## src/rtl/mux_settle_seq.sv

```systemverilog
`timescale 1ns/1ps
module mux_settle_seq #(
  parameter int DW = 16,
  parameter int CW = 8
) (
  input  logic          clk,
  input  logic          rst_n,
  input  logic [CW-1:0] cfg_discard,
  input  logic [CW-1:0] cfg_keep,
  output logic [1:0]    mux_sel,
  input  logic          cnv_done,
  input  logic [DW-1:0] cnv_data,
  output logic          out_valid,
  input  logic          out_ready,
  output logic [DW-1:0] out_data,
  output logic [1:0]    out_chan,
  output logic [3:0]    ovf
);
  localparam logic [CW-1:0] ONE = CW'(1);

  logic          init_q;
  logic [1:0]    sel_q;
  logic [CW-1:0] seen_q, kept_q, win_q, keep_q;
  logic          vld_q;
  logic [DW-1:0] dat_q;
  logic [1:0]    tag_q;
  logic [3:0]    ovf_q;

  logic [CW-1:0] keep_eff, win_use, keep_use;
  logic          kept_smp, last_smp, slot_full;

  assign keep_eff  = (cfg_keep == '0) ? ONE : cfg_keep;
  assign win_use   = init_q ? cfg_discard : win_q;
  assign keep_use  = init_q ? keep_eff : keep_q;
  assign kept_smp  = cnv_done && (seen_q >= win_use);
  assign last_smp  = kept_smp && (kept_q == keep_use - ONE);
  assign slot_full = vld_q && !out_ready;

  always_ff @(posedge clk or negedge rst_n) begin
    if (!rst_n) begin
      init_q <= 1'b1;
      sel_q  <= '0;
      seen_q <= '0;
      kept_q <= '0;
      win_q  <= '0;
      keep_q <= ONE;
    end else begin
      init_q <= 1'b0;
      if (init_q || last_smp) begin
        win_q  <= cfg_discard;
        keep_q <= keep_eff;
      end
      if (cnv_done) begin
        if (!kept_smp) begin
          seen_q <= seen_q + ONE;
        end else if (last_smp) begin
          seen_q <= '0;
          kept_q <= '0;
          sel_q  <= sel_q + 2'd1;
        end else begin
          kept_q <= kept_q + ONE;
        end
      end
    end
  end

  always_ff @(posedge clk or negedge rst_n) begin
    if (!rst_n) begin
      vld_q <= 1'b0;
      dat_q <= '0;
      tag_q <= '0;
      ovf_q <= '0;
    end else begin
      if (kept_smp && !slot_full) begin
        vld_q <= 1'b1;
        dat_q <= cnv_data;
        tag_q <= sel_q;
      end else if (out_ready) begin
        vld_q <= 1'b0;
      end
      if (kept_smp && slot_full) ovf_q[sel_q] <= 1'b1;
    end
  end

  assign mux_sel   = sel_q;
  assign out_valid = vld_q;
  assign out_data  = dat_q;
  assign out_chan  = tag_q;
  assign ovf       = ovf_q;
endmodule

```

## config.mk

```make
export PLATFORM = sky130hd
export DESIGN_NAME = mux_settle_seq
export DESIGN_NICKNAME = d
export VERILOG_FILES = /design/src/rtl/mux_settle_seq.sv
export SDC_FILE = /design/constraint.sdc
export NUM_CORES = 1
export LEC_CHECK = 0
export BUFFER_PORTS_ARGS = -buffer_cell sky130_fd_sc_hd__buf_4
export CAP_MARGIN = 15
export CORE_ASPECT_RATIO = 2
export CORE_MARGIN = 2
export CORE_UTILIZATION = 35
export DETAILED_ROUTE_END_ITERATION = 16
export PLACE_DENSITY_LB_ADDON = 0.1
export SLEW_MARGIN = 20
export SYNTH_ARGS = -nofsm -noshare
export SYNTH_HDL_FRONTEND = slang
export SYNTH_SLANG_ARGS = --single-unit
```

## constraint.sdc

```tcl
create_clock -name clk -period 5.7 [get_ports clk]
set_clock_uncertainty 0.2 [all_clocks]
set_input_delay 1.14 -clock clk [delete_from_list [all_inputs] [get_ports clk]]
set_output_delay 1.14 -clock clk [all_outputs]
set_load 0.05 [all_outputs]
```

# Word-level counts from Yosys, hierarchy flattened
# Cells that the tools add are included.
# classes
add_sub_neg,4
magnitude_cmp,3
eq_ne,2
mux,10
n_bitwise,1
reduce_logical,14
# ops
operator,n
2-to-1 mux 8 bit,6
adder 8 x 1 -> 8 bit (second input constant),2
equality test 8 bit,1
>= comparator 8 bit,1
zero test 8 bit,1
subtractor 8 x 1 -> 8 bit (second input constant),1
logical AND 1 bit,6
OR 4 bit,1
AND reduction 2 bit,2
< comparator 2 x 3 -> 1 bit (second input constant),1
2-to-1 mux 1 bit,3
AND reduction 3 bit,1
adder 2 x 1 -> 2 bit (second input constant),1
demux 1 bit (select 2 bit),1
>= comparator 2 x 1 -> 1 bit (second input constant),1
zero test 1 bit,2
!= test 2 x 1 -> 1 bit (second input constant),1
nonzero test 2 bit,1
logical OR 1 bit,1
# word_totals
reg_bits,58
output_inout_bits,25

# Depth between registers and ports, before layout
# Gate-level depths: netlist (run 1).
# logic_depth
word_depth,8
ltp_mapped,12
ltp_nobuf,9

# Worst setup path before layout (run 1)
# No wires, ideal clock.
# synth_path
kind,in2reg
start,input port cfg_keep[2]
end,register win_q[0]
setup_ps,125
t_arrival_ps,3498
required_time_ps,5375
setup_slack_ps,1877
stages,11
path_buffers,2
cell_sequence,nor4b_4 a22oi_1 ha_1 xor2_1 nand2_1 mux2i_1 nand4b_4 o41a_1 buf_6 buf_8 mux2_4
# synth_between
elab_chain_len,7
# synth_lines
item,line,rtl
"start, declared",9,"input logic [CW-1:0] cfg_keep,"
zero test 8 bit,32,assign keep_eff = (cfg_keep == '0) ? ONE : cfg_keep;
2-to-1 mux 8 bit *,32,
2-to-1 mux 8 bit *,34,assign keep_use = init_q ? keep_eff : keep_q;
subtractor 8 x 1 -> 8 bit *,36,assign last_smp = kept_smp && (kept_q == keep_use - ONE);
equality test 8 bit *,36,
logical AND 1 bit *,36,
logical OR 1 bit *,49,if (init_q || last_smp) begin
"end signal, assigned",50,win_q <= cfg_discard;
"end, declared",23,"logic [CW-1:0] seen_q, kept_q, win_q, keep_q;"
# Mark *: on every way between the ends. The rest lies on a longest branch, timed or not.
# A chain may end at the register's enable or synchronous reset.

# Final worst setup path (run 1)
# layout_path
start,input port cfg_keep[2]
end,register seen_q[4]
# layout_between
elab_chain_len,8
# layout_lines
item,line,rtl
zero test 8 bit,32,
2-to-1 mux 8 bit *,32,
2-to-1 mux 8 bit *,34,
subtractor 8 x 1 -> 8 bit *,36,
equality test 8 bit *,36,
logical AND 1 bit *,36,
!= test 2 x 1 -> 1 bit (no line) *,n/a,
AND reduction 2 bit (no line) *,n/a,
"end signal, assigned",55,seen_q <= seen_q + ONE;
"end, declared",23,
# Marks and branches as above.

==> results.md, run 1 <==
- The clock tree synthesis step divided the H-tree into 3 levels.
- The power per cell area is 501 nW/um^2.
- The detail-routed net length per standard cell is 16.9 um.
- In the final design database the tool counted 390 nets.
- The pin count of the biggest net entering global routing is 59.
- The number of global-route vias before repair is 2427.
- The cell type of the slowest stage on the worst timing path is sky130_fd_sc_hd__o31ai_1.
- Data arrives at the worst endpoint at 3.93 ns.
- The first global-routing pass estimated 12000 um of wire.
- Counting flops and latches in the post-synthesis netlist gives 58.
- Summing over every cut layer, the via total after detailed routing is 2331.
- The post-CTS setup repair buffer count is 0.
- Counting every net in the synthesized netlist gives 324.
- Counting both buffers and inverters, the worst setup path holds a total of 1.
- The standard cell core area is 8890 sq um.
- The clock insertion delay at the later pin of the skew report is 0.32 ns.
- The floorplan step defined a die boundary enclosing 9860 sq um.
- The peak supply drop is 0.299 mV.
- Setup violations remaining at the end of the flow were counted as 0.
- The setup total negative slack is 0 ns.
- The met2 usage in global routing is 29.3%.
- In this run the cell area of the synthesized design comes to 3160 sq um.
- The clock passes through at most 2 buffers.
- The hold-critical path endpoint is ovf[3].
- The count of antenna diodes in the layout is 0.
- For the worst setup path, the data required time is 5.65 ns.
- The number of fill cells in the layout is 865.
- In the global route stage, met3 resource usage came out at 3.13%.
- The kind of path behind the tightest hold check is reg -> reg.
- Summed over all nets, the half-perimeter wirelength after detailed placement is 5640 um.
- In the synthesized netlist the dominant register cell turns out to be sky130_fd_sc_hd__dfrtp_1.
- Walking the worst path, the cells encountered are buf_4 > nor4b_4 > a22oi_1 > ha_1 > xor2_1 > nand2_1 > mux2i_1 > nand4b_4 > o31ai_1 > o221ai_1.
- The worst register-to-register path ends at seen_q[4].
- Synthesis instantiated 51 different standard cells from the library.
- In the finished design, the share of the clock period the worst path needs comes to 69.8%.
- The count of final max-slew check failures is 0.
- The depth of the worst register-to-register path is 9.
- Wires add up to 7520 um.
- After detailed routing, the number of remaining DRC violations is 0.
- The global routing usage on met1 is 16.3%.
- The cell type with the largest total area after synthesis is sky130_fd_sc_hd__dfrtp_1.
- Of the cells placed in the final design, the portion with a size suffix greater than 1 is 35.8%.
- The global placer's final weighted congestion is 0.840.
- The maximum clock rate is 251 MHz.
- The worst setup path is captured at a flop.
- Sequential elements use 46.0% of the synthesized area.
- The type of the worst setup path is in -> reg.
- The average instance in the mapped netlist occupies 11.6 sq um.
- After clock tree synthesis, the clock-pin slew on the worst setup and hold paths is 0.05 ns.
- The minimum period implied by the final worst setup slack is 3.98 ns.
- The final-report hold violation count is 0.
- After detailed routing, the number of vias per cell comes to 5.23.
- The floorplan has 49 rows.
- The flow ran to the end, and the final reports show no timing, DRC or antenna violations.
- The share of the synthesized area in the top cell type is 44.3%.
- For this design the static power due to leakage is 1.86 nW.
- The most instantiated library cell after synthesis is sky130_fd_sc_hd__dfrtp_1.
- The first routing iteration left 102 violations.
- The area added between synthesis and finish is 25.6%.
- Setup repair after global routing left no endpoint under its margin.
- The max-capacitance violation count is 0.
- The tree is rooted in a sky130_fd_sc_hd__clkbuf_16.
- At the end of the flow the core is filled with cells to 44.7%.
- The number of nets with antenna violations after detailed routing is 0.
- met2 is the most crowded layer.
- The transition time at the pin with the least slew margin is 0.968 ns.
- Counting flops with a built-in enable in the synthesized netlist gives 0.
- Of all nets on the critical path, the largest fanout is 8.
- STA classifies the critical path startpoint as an input port.
- The global-route usage over all layers is 15.8%.
- During I/O placement, the number of pins put on the boundary was 61.
- For this run the aggregate overflow at the end of global routing stands at 0.
- Grouping stages by cell kind, the critical path spends the most delay in compound AO/OA/AOI/OAI gates.
- The number of cells upsized or downsized after cts is 0.
- After synthesis, the most frequently instantiated cells are sky130_fd_sc_hd__dfrtp_1 (56), sky130_fd_sc_hd__mux2_2 (34), sky130_fd_sc_hd__mux2i_1 (17), sky130_fd_sc_hd__ha_1 (15), sky130_fd_sc_hd__nand2_1 (15).
- In this run the tool buffered the top-level ports with 60 buffer cells.
- The CTS tree is yes.
- The worst slew margin relative to its limit is 34.9%.
- The overall die width is 71.2 um.
- The initial standard-cell utilization of the core is 35.6%.
- The count of warnings emitted by yosys is 0.
- The first detailed-routing pass ran for 4 iterations.
- For this run, asynchronously set or reset flops after synthesis account for 100%.
- In this run, post-CTS hold repair placed 0 buffers.
- Sorting the synthesized cells by area gives the leading types as sky130_fd_sc_hd__dfrtp_1 (44%), sky130_fd_sc_hd__mux2_2 (12%), sky130_fd_sc_hd__ha_1 (5.9%).
- The launching point of the worst reg2reg path is init_q.
- The startpoint of the tightest hold check path is ovf[3].
- The number of antenna violations at the first check in global routing is 0.
- The worst hold path stage count is 1.
- Counting buffers and inverters, the worst setup path is 10 cells deep.
- In this design, the stage delay of the slowest critical-path cell is 0.81 ns.
- The number of CTS-inserted buffers is 9.
- Synthesis produced 273 cells.
- Across all register-to-register paths, the minimum setup slack is 1.73 ns.
- Clock tree synthesis found a total of 58 sinks.
- The y dimension of the die is 138 um.
worst reg2reg max path: cells and delay by family, from the launching register on:
family	cells	cell delay [ns]
adders and majority gates	1	0.35
DFF	1	0.90
and+or+nand+nor	3	0.62
xor gates and xnor gates	1	0.18
AOI/OAI and AO/OA	3	1.29
muxes	1	0.24
how the worst max path moves through the flow:
stage | from | to | slack, ns
finish | cfg_keep[2] | seen_q[4] | 1.72
global route | init_q | seen_q[4] | 1.34
CTS | init_q | seen_q[4] | 1.69
detailed placement | cfg_keep[2] | seen_q[4] | 1.37
global placement | cfg_keep[1] | seen_q[4] | 1.40
floorplan | cfg_keep[2] | win_q[0] | 1.88
kinds of logic after synthesis:
group                      count (synthesis)  share of synthesized area [%]
and+or+nand+nor                           66                           11.9
DFF                                       58                           46.0
muxes                                     53                           18.4
AOI/OAI and AO/OA                         51                           11.1
buffers and inverters                     17                           3.24
adders and majority gates                 15                           5.93
xor gates and xnor gates                  12                           3.32
other                                      1                          0.119
cells in the final DEF (no fill, tap or decap), drive strengths merged, types with 6 or more instances in the layout:
master,n
buf,63
dfrtp,56
mux2,36
mux2i,17
nand2,15
ha,15
nor2,12
a21oi,11
clkbuf,11
nand3,10
inv,9
nor3,8
a21o,8
o21ai,8
xnor2,6
o211ai,6
xor2,6
nor4,6
report_power, final:
part           internal [mW]  switching, mW
Sequential             0.535          0.108
Clock                  0.303          0.184
Combinational          0.334          0.527
Total                   1.17          0.820
area by class of cell:
type / instances / area (sq um) / area share [%]
Clock buffer: 11 / 243 / 6.11
Sequential cell: 58 / 1450 / 36.6
Multi-Input combinational cell: 198 / 1610 / 40.6
Timing Repair Buffer: 63 / 473 / 11.9
Inverter: 9 / 33.8 / 0.850
Tap cell: 102 / 128 / 3.21
Clock inverter: 5 / 30.0 / 0.756
state kept, by name (all words and copies together), names as in the netlist:
| signal | cells |
|---|---|
| win_q | 8 |
| out_valid | 1 |
| seen_q | 8 |
| out_chan | 2 |
| mux_sel | 2 |
| init_q | 1 |
| ovf | 4 |
| out_data | 16 |
| kept_q | 8 |
| keep_q | 8 |
routing by layer:
| layer | up-vias | share of wire [%] |
|---|---|---|
| met3 | 14 | 3.4 |
| met1 | 1126 | 36 |
| met2 | 55 | 58 |
| met4 | 0 | 2.4 |
| met5 | - | 0 |
| li1 | 1136 | - |
stage by stage:
step	hold WS, ns	instances	worst slack [ns]	total power [mW]	area [sq um]
6_report	0.264	446	1.72	1.99	3970
3_3_place_gp	0.250	430	1.40	1.51	3700
2_1_floorplan	0.277	273	1.88	1.26	3160
5_1_grt	0.285	446	1.34	2.11	3970
4_1_cts	0.267	446	1.69	2.02	3970
3_5_place_dp	0.255	430	1.37	1.52	3700
(Power assumes the default switching activity.)
==> run 2: changes to the inputs <==
==> constraint.sdc (replaced) <==
create_clock -name clk -period 3.25 [get_ports clk]
set_clock_uncertainty 0.2 [all_clocks]
set_input_delay 0.65 -clock clk [delete_from_list [all_inputs] [get_ports clk]]
set_output_delay 0.65 -clock clk [all_outputs]
set_load 0.05 [all_outputs]
==> results.md, run 2 (same netlist as run 1, synthesis figures left out) <==
- The run finished with clean final reports.
- The maximum clock insertion buffer count is 2.
- The count of final max-slew check failures is 0.
- The worst setup path is of the reg -> reg kind.
- The wire length of the first global-routing pass is 12200 um.
- Setup repair after global routing could not meet its margin everywhere.
- The count of vias placed by the detailed router is 2452.
- The setup total negative slack is 0 ns.
- For this run, the top clock speed supported by timing is 309 MHz.
- In this design, the stage delay of the slowest critical-path cell is 0.41 ns.
- The final-report hold violation count came to 0.
- The leakage power total is 1.98 nW.
- For this run, design rule violations remaining after detail routing come to 0.
- The library cell used most frequently in the layout, excluding fill and tap cells, is sky130_fd_sc_hd__buf_4.
- Pin placement for this block handled 61 I/O pins.
- For this run, the total global-route usage over all layers was measured as 16.3%.
- Data on the critical path arrives at its endpoint at 3.25 ns.
- After detailed routing, the average wire length per cell comes to 16.2 um.
- Counting every sink on the clock net gives 58.
- After detailed routing, the total wire length is 7580 um.
- The pin count of the biggest net entering global routing is 59.
- The average vias per placed instance is 5.24.
- The clock slew seen by the registers of the worst setup and hold paths is 0.05 ns.
- The path class of the tightest hold or removal check is in -> async.
- The die covers 9860 sq um.
- The floorplan has 49 rows.
- The cell chosen for the clock root is sky130_fd_sc_hd__clkbuf_16.
- The critical path goes through buf_4 > or2_2 > a22oi_2 > ha_1 > xor2_1 > nand2_1 > mux2i_2 > nand4b_4 > o41a_1 > buf_12 > mux2_4.
- In the layout the commonest cells are sky130_fd_sc_hd__buf_4 (83), sky130_fd_sc_hd__dfrtp_1 (56), sky130_fd_sc_hd__mux2_2 (34), sky130_fd_sc_hd__mux2i_1 (16), sky130_fd_sc_hd__ha_1 (15).
- Cells with a size suffix above 1 make up 41.0% of the layout.
- The H-tree was split into 3 levels.
- The max-capacitance violation count is 0.
- The number of clock buffers added by TritonCTS is 9.
- For this run the aggregate overflow at the end of global routing stands at 0.
- Counting cells, the worst reg-to-reg path comes to 11.
- The number of antenna violations at the first check in global routing is 0.
- The worst-case IR drop observed on VDD is 0.600 mV.
- The standard cell core area is 8890 sq um.
- The final cycle utilization of the critical path is 99.7%.
- The power per cell area is 858 nW/um^2.
- The placed wire-length estimate is 5720 um.
- The area growth from synthesis to layout is 32.6%.
- After the first detailed-routing iteration, the DRC count stood at 75.
- The CTS tree is yes.
- The startpoint identified for the worst register-to-register timing path is init_q.
- At the worst endpoint, the required time is 3.26 ns.
- In this run the tool buffered the top-level ports with 60 buffer cells.
- In this run the critical register-to-register path is captured at win_q[0].
- The number of antenna diodes in the final layout is 0.
- The critical path startpoint category is a flop.
- The initial standard-cell utilization of the core is 35.6%.
- The worst slew margin relative to its limit is 48.6%.
- Power comes to 3.60 mW.
- The register-to-register setup slack is 0.01 ns.
- The transition time at the pin with the least slew margin is 0.771 ns.
- The number of flip-flops in the largest register is 16.
- In this run the remaining antenna-violating nets after routing total 0.
- For the worst-skew pair, the clock arrives at the later sink with an insertion delay of 0.33 ns.
- In this run the vertical extent of the chip is 138 um.
- The smallest clock period supported by the final layout is computed as 3.24 ns.
- The first detailed-routing pass took 4 iterations.
- Hold repair after CTS inserted 0 buffers.
- The worst setup path is captured at a flop.
- The number of global-route vias before repair is 2516.
- The total of endpoints with negative setup slack in the final report is 0.
- The cell type of the slowest stage on the worst timing path is sky130_fd_sc_hd__dfstp_2.
- The net count of the finished layout is 412.
- The overall die width is 71.2 um.
- In this run the worst path has a maximum fanout of 16.
- The global placer's final weighted congestion is 0.827.
run 2: stage by stage:
step                      cell area, sq um  worst slack (ns)  std cells  hold WS, ns  utilization, %
after floorplan                       3190            0.0108        273        0.154               -
after global placement                3890           -0.0704        450        0.249            43.8
after detailed placement              3890            -0.112        450        0.254            43.8
after CTS                             4170           -0.0243        466        0.237            46.9
after global routing                  4190            -0.138        468        0.276            47.2
final                                 4190            0.0111        468        0.194            47.2
run 2: area by class of cell:
| cell class | instances | area, sq um |
|---|---|---|
| Fill cell | 852 | 4700 |
| Multi-Input combinational cell | 198 | 1640 |
| Sequential cell | 58 | 1450 |
| Timing Repair Buffer | 85 | 663 |
| Clock buffer | 11 | 243 |
| Tap cell | 102 | 128 |
| Inverter | 9 | 33.8 |
| Clock inverter | 5 | 30.0 |
run 2: report_power, final:
part	switching [mW]	leakage, nW	internal (mW)
combinational	0.960	1.16	0.659
clock	0.324	0.131	0.531
sequential	0.186	0.690	0.939
total	1.47	1.98	2.13
run 2: critical path, delay by kind of cell (launching register included):
kind	cells	cell delay [ns]
AO/OA/AOI/OAI	2	0.56
XOR/XNOR	1	0.19
adder cells (fa/ha/maj)	1	0.28
buffers and inverters	2	0.39
flip-flops	1	0.41
multiplexers	2	0.51
AND/OR/NAND/NOR	3	0.57
run 2: worst max path at each step:
stage	startpoint	endpoint	slack (ns)	depth (start not counted)
global route	init_q	win_q[0]	-0.14	11
global placement	cfg_keep[1]	win_q[0]	-0.07	11
floorplan	init_q	keep_q[7]	0.01	12
detailed placement	cfg_keep[1]	win_q[0]	-0.11	11
CTS	init_q	win_q[4]	-0.02	11
finish	init_q	win_q[0]	0.01	11
run 2: metal layers:
metal | share of wire (%) | track usage [%] | vias to the layer above
li1 | - | - | 1182
met1 | 36 | 16.4 | 1192
met2 | 58 | 30.4 | 66
met3 | 3.6 | 2.84 | 12
met4 | 2.9 | 8.84 | 0
met5 | 0 | 0 | -
run 2: repair_timing:
action | in CTS | in global routing
resized for setup | 0 | 4
setup buffers | 0 | 2
setup endpoints to repair | 15 | 45
==> run 3: changes to the inputs <==
--- a/config.mk
+++ b/config.mk
@@ -8,7 +8,7 @@
 export BUFFER_PORTS_ARGS = -buffer_cell sky130_fd_sc_hd__buf_4
 export CAP_MARGIN = 15
 export CORE_ASPECT_RATIO = 2
-export CORE_MARGIN = 2
+export CORE_MARGIN = 10
 export CORE_UTILIZATION = 35
 export DETAILED_ROUTE_END_ITERATION = 16
 export PLACE_DENSITY_LB_ADDON = 0.1
==> results.md, run 3 (same netlist as run 1, synthesis figures left out) <==
- The worst slack at placement is -0.158 ns.
- In this run the vertical extent of the chip is 154 um.
- For this run, the top clock speed supported by timing is 313 MHz.
- In this run the worst path has a maximum fanout of 6.
- The final cycle utilization of the critical path is 98.3%.
- The clock net sink count is 58.
- After floorplanning, the core was divided into 49 placement rows.
- The count of nets left with antenna violations once routing finished came out at 0.
- After detailed routing, the number of remaining DRC violations is 0.
- The number of hold buffers added after CTS was 0.
- The floorplan step defined a die boundary enclosing 13500 sq um.
- The count of final max-slew check failures was 0.
- For the worst-skew pair, the clock arrives at the later sink with an insertion delay of 0.33 ns.
- For flop-to-flop paths, the worst setup slack is 0.06 ns.
- Setup repair after global routing could not meet its margin everywhere.
- The critical path startpoint category is a flop.
- At the end of the flow, the number of nets in the layout was 416.
- The area growth from synthesis to layout is 35.1%.
- Setup slack on the critical path of the routed design comes to 0.0563 ns.
- In the routed layout, each cell is associated on average with a via count of 5.20.
- The clock tree synthesis step divided the H-tree into 3 levels.
- The first-pass iteration count of the detailed router is 4.
- The count of vias placed by the detailed router is 2451.
- At the end of routability-driven placement, the weighted congestion stood at 0.828.
- The first-iteration detailed-routing DRC count is 113.
- The wire length of the first global-routing pass is 13600 um.
- After detailed routing, the average wire length per cell comes to 17.3 um.
- Setup violations remaining at the end of the flow were counted as 0.
- The required time at the endpoint of the critical path is 3.26 ns.
- 61 I/O pins were placed.
- The minimum period implied by the final worst setup slack is 3.19 ns.
- The standard cell core area is 8890 sq um.
- The number of antenna violations at the first check in global routing is 0.
- The initial standard-cell utilization of the core is 35.6%.
- Headroom to the max-slew limit came out at 49.7%.
- The number of global-route vias before repair is 2762.
- Entering global routing, the biggest net connects 59 pins.
- The max-capacitance violation count is 0.
- Of the cells placed in the final design, the portion with a size suffix greater than 1 is 41.7%.
- The quantity of I/O buffers inserted on ports is 60.
- The endpoint class of the critical path is a flop.
- The total length of routed wires is 8130 um.
- Summed over all nets, the half-perimeter wirelength after detailed placement is 6200 um.
- STA puts the critical path data arrival time at 3.20 ns.
- The final-report hold violation count is 0.
- The clock slew seen by the registers of the worst setup and hold paths is 0.05 ns.
- The maximum clock insertion buffer count is 2.
- The setup total negative slack is 0 ns.
- The number of CTS-inserted buffers is 9.
- Global routing finished with a remaining overflow of 0.
- The worst setup path is of the reg -> reg kind.
- The overall die width is 87.2 um.
- Power spread over the standard cell area amounts to 869 nW/um^2.
- The root buffer cell chosen for the clock tree is sky130_fd_sc_hd__clkbuf_16.
- The peak supply drop is 0.516 mV.
- The path class of the tightest hold or removal check is in -> async.
- The run finished with clean final reports.
- The CTS tree is yes.
- The leading cell type in the layout, fill and taps excluded is sky130_fd_sc_hd__buf_4.
- The repair_antennas step left the layout with diodes totalling 0.
- The global-route usage over all layers is 12.9%.
- The number of flip-flops in the largest register is 16.
- The leakage power total is 2.02 nW.
- The transition time at the pin with the least slew margin is 0.755 ns.
- In the layout the commonest cells are sky130_fd_sc_hd__buf_4 (83), sky130_fd_sc_hd__dfrtp_1 (56), sky130_fd_sc_hd__mux2_2 (34), sky130_fd_sc_hd__mux2i_1 (15), sky130_fd_sc_hd__ha_1 (15).
[run 3: changes by cell type in the layout (fill, tap and decap cells not counted), moves of 2 or more]
cell | previous run | this run
sky130_fd_sc_hd__clkinv_2 | 3 | 1
sky130_fd_sc_hd__clkbuf_8 | 1 | 3
sky130_fd_sc_hd__clkinvlp_4 | 2 | 0
sky130_fd_sc_hd__buf_6 | 0 | 5
[run 3: final cells by class]
type	count	area, sq um
Multi-Input combinational cell	198	1650
Sequential cell	58	1450
Clock inverter	2	35.0
Timing Repair Buffer	89	699
Clock buffer	13	270
Tap cell	102	128
Fill cell	838	4620
Inverter	9	33.8
[run 3: report_power, final]
| part | internal, mW | leakage (nW) | switching [mW] |
|---|---|---|---|
| Clock | 0.650 | 0.152 | 0.316 |
| Sequential | 0.939 | 0.690 | 0.188 |
| Combinational | 0.655 | 1.17 | 0.966 |
| Total | 2.24 | 2.02 | 1.47 |
[run 3: timing repair]
action | 4_1_cts | 5_1_grt
cloned | 1 | 0
endpoints found under the setup margin | 17 | 29
resized for setup | 8 | 6
buffers inserted | 5 | 0
pin swaps | 4 | 4
[run 3: path summary, 6_finish.rpt]
kind / startpoint / endpoint / cells after the start
worst max register to register: init_q / win_q[6] / 11
worst max-delay path: init_q / win_q[6] / 11
max in group asynchronous: rst_n / keep_q[1] / 1
worst min register to register: ovf[0] / ovf[0] / 1
min in group clk: ovf[0] / ovf[0] / 1
worst min-delay path: rst_n / seen_q[3] / 1
[run 3: critical path: stages (launching register included)]
cell and delay (ns):
sky130_fd_sc_hd__dfstp_2 0.53, sky130_fd_sc_hd__buf_4 0.14, sky130_fd_sc_hd__or2b_1 0.24, sky130_fd_sc_hd__a22oi_2 0.19
sky130_fd_sc_hd__ha_1 0.28, sky130_fd_sc_hd__xor2_1 0.20, sky130_fd_sc_hd__nand2_1 0.09, sky130_fd_sc_hd__mux2i_2 0.21
sky130_fd_sc_hd__nand4b_4 0.12, sky130_fd_sc_hd__o41a_1 0.42, sky130_fd_sc_hd__buf_6 0.18, sky130_fd_sc_hd__mux2_4 0.29
[run 3: routing by layer]
layer	part of all wire, %	global-route usage [%]
met1	36	12.5
met2	56	22.7
met3	5.1	4.00
met4	3.1	7.71
met5	0	0
[run 3: metrics by stage]
stage / std cells / power [mW] / hold WS [ns] / util [%] / instance area (sq um)
floorplan: 273 / 2.23 / 0.154 / - / 3190
global placement: 450 / 2.73 / 0.248 / 43.6 / 3880
detailed placement: 450 / 2.75 / 0.253 / 43.6 / 3880
CTS: 471 / 3.75 / 0.230 / 47.8 / 4250
global route: 471 / 3.95 / 0.270 / 48.1 / 4270
finish: 471 / 3.72 / 0.196 / 48.1 / 4270
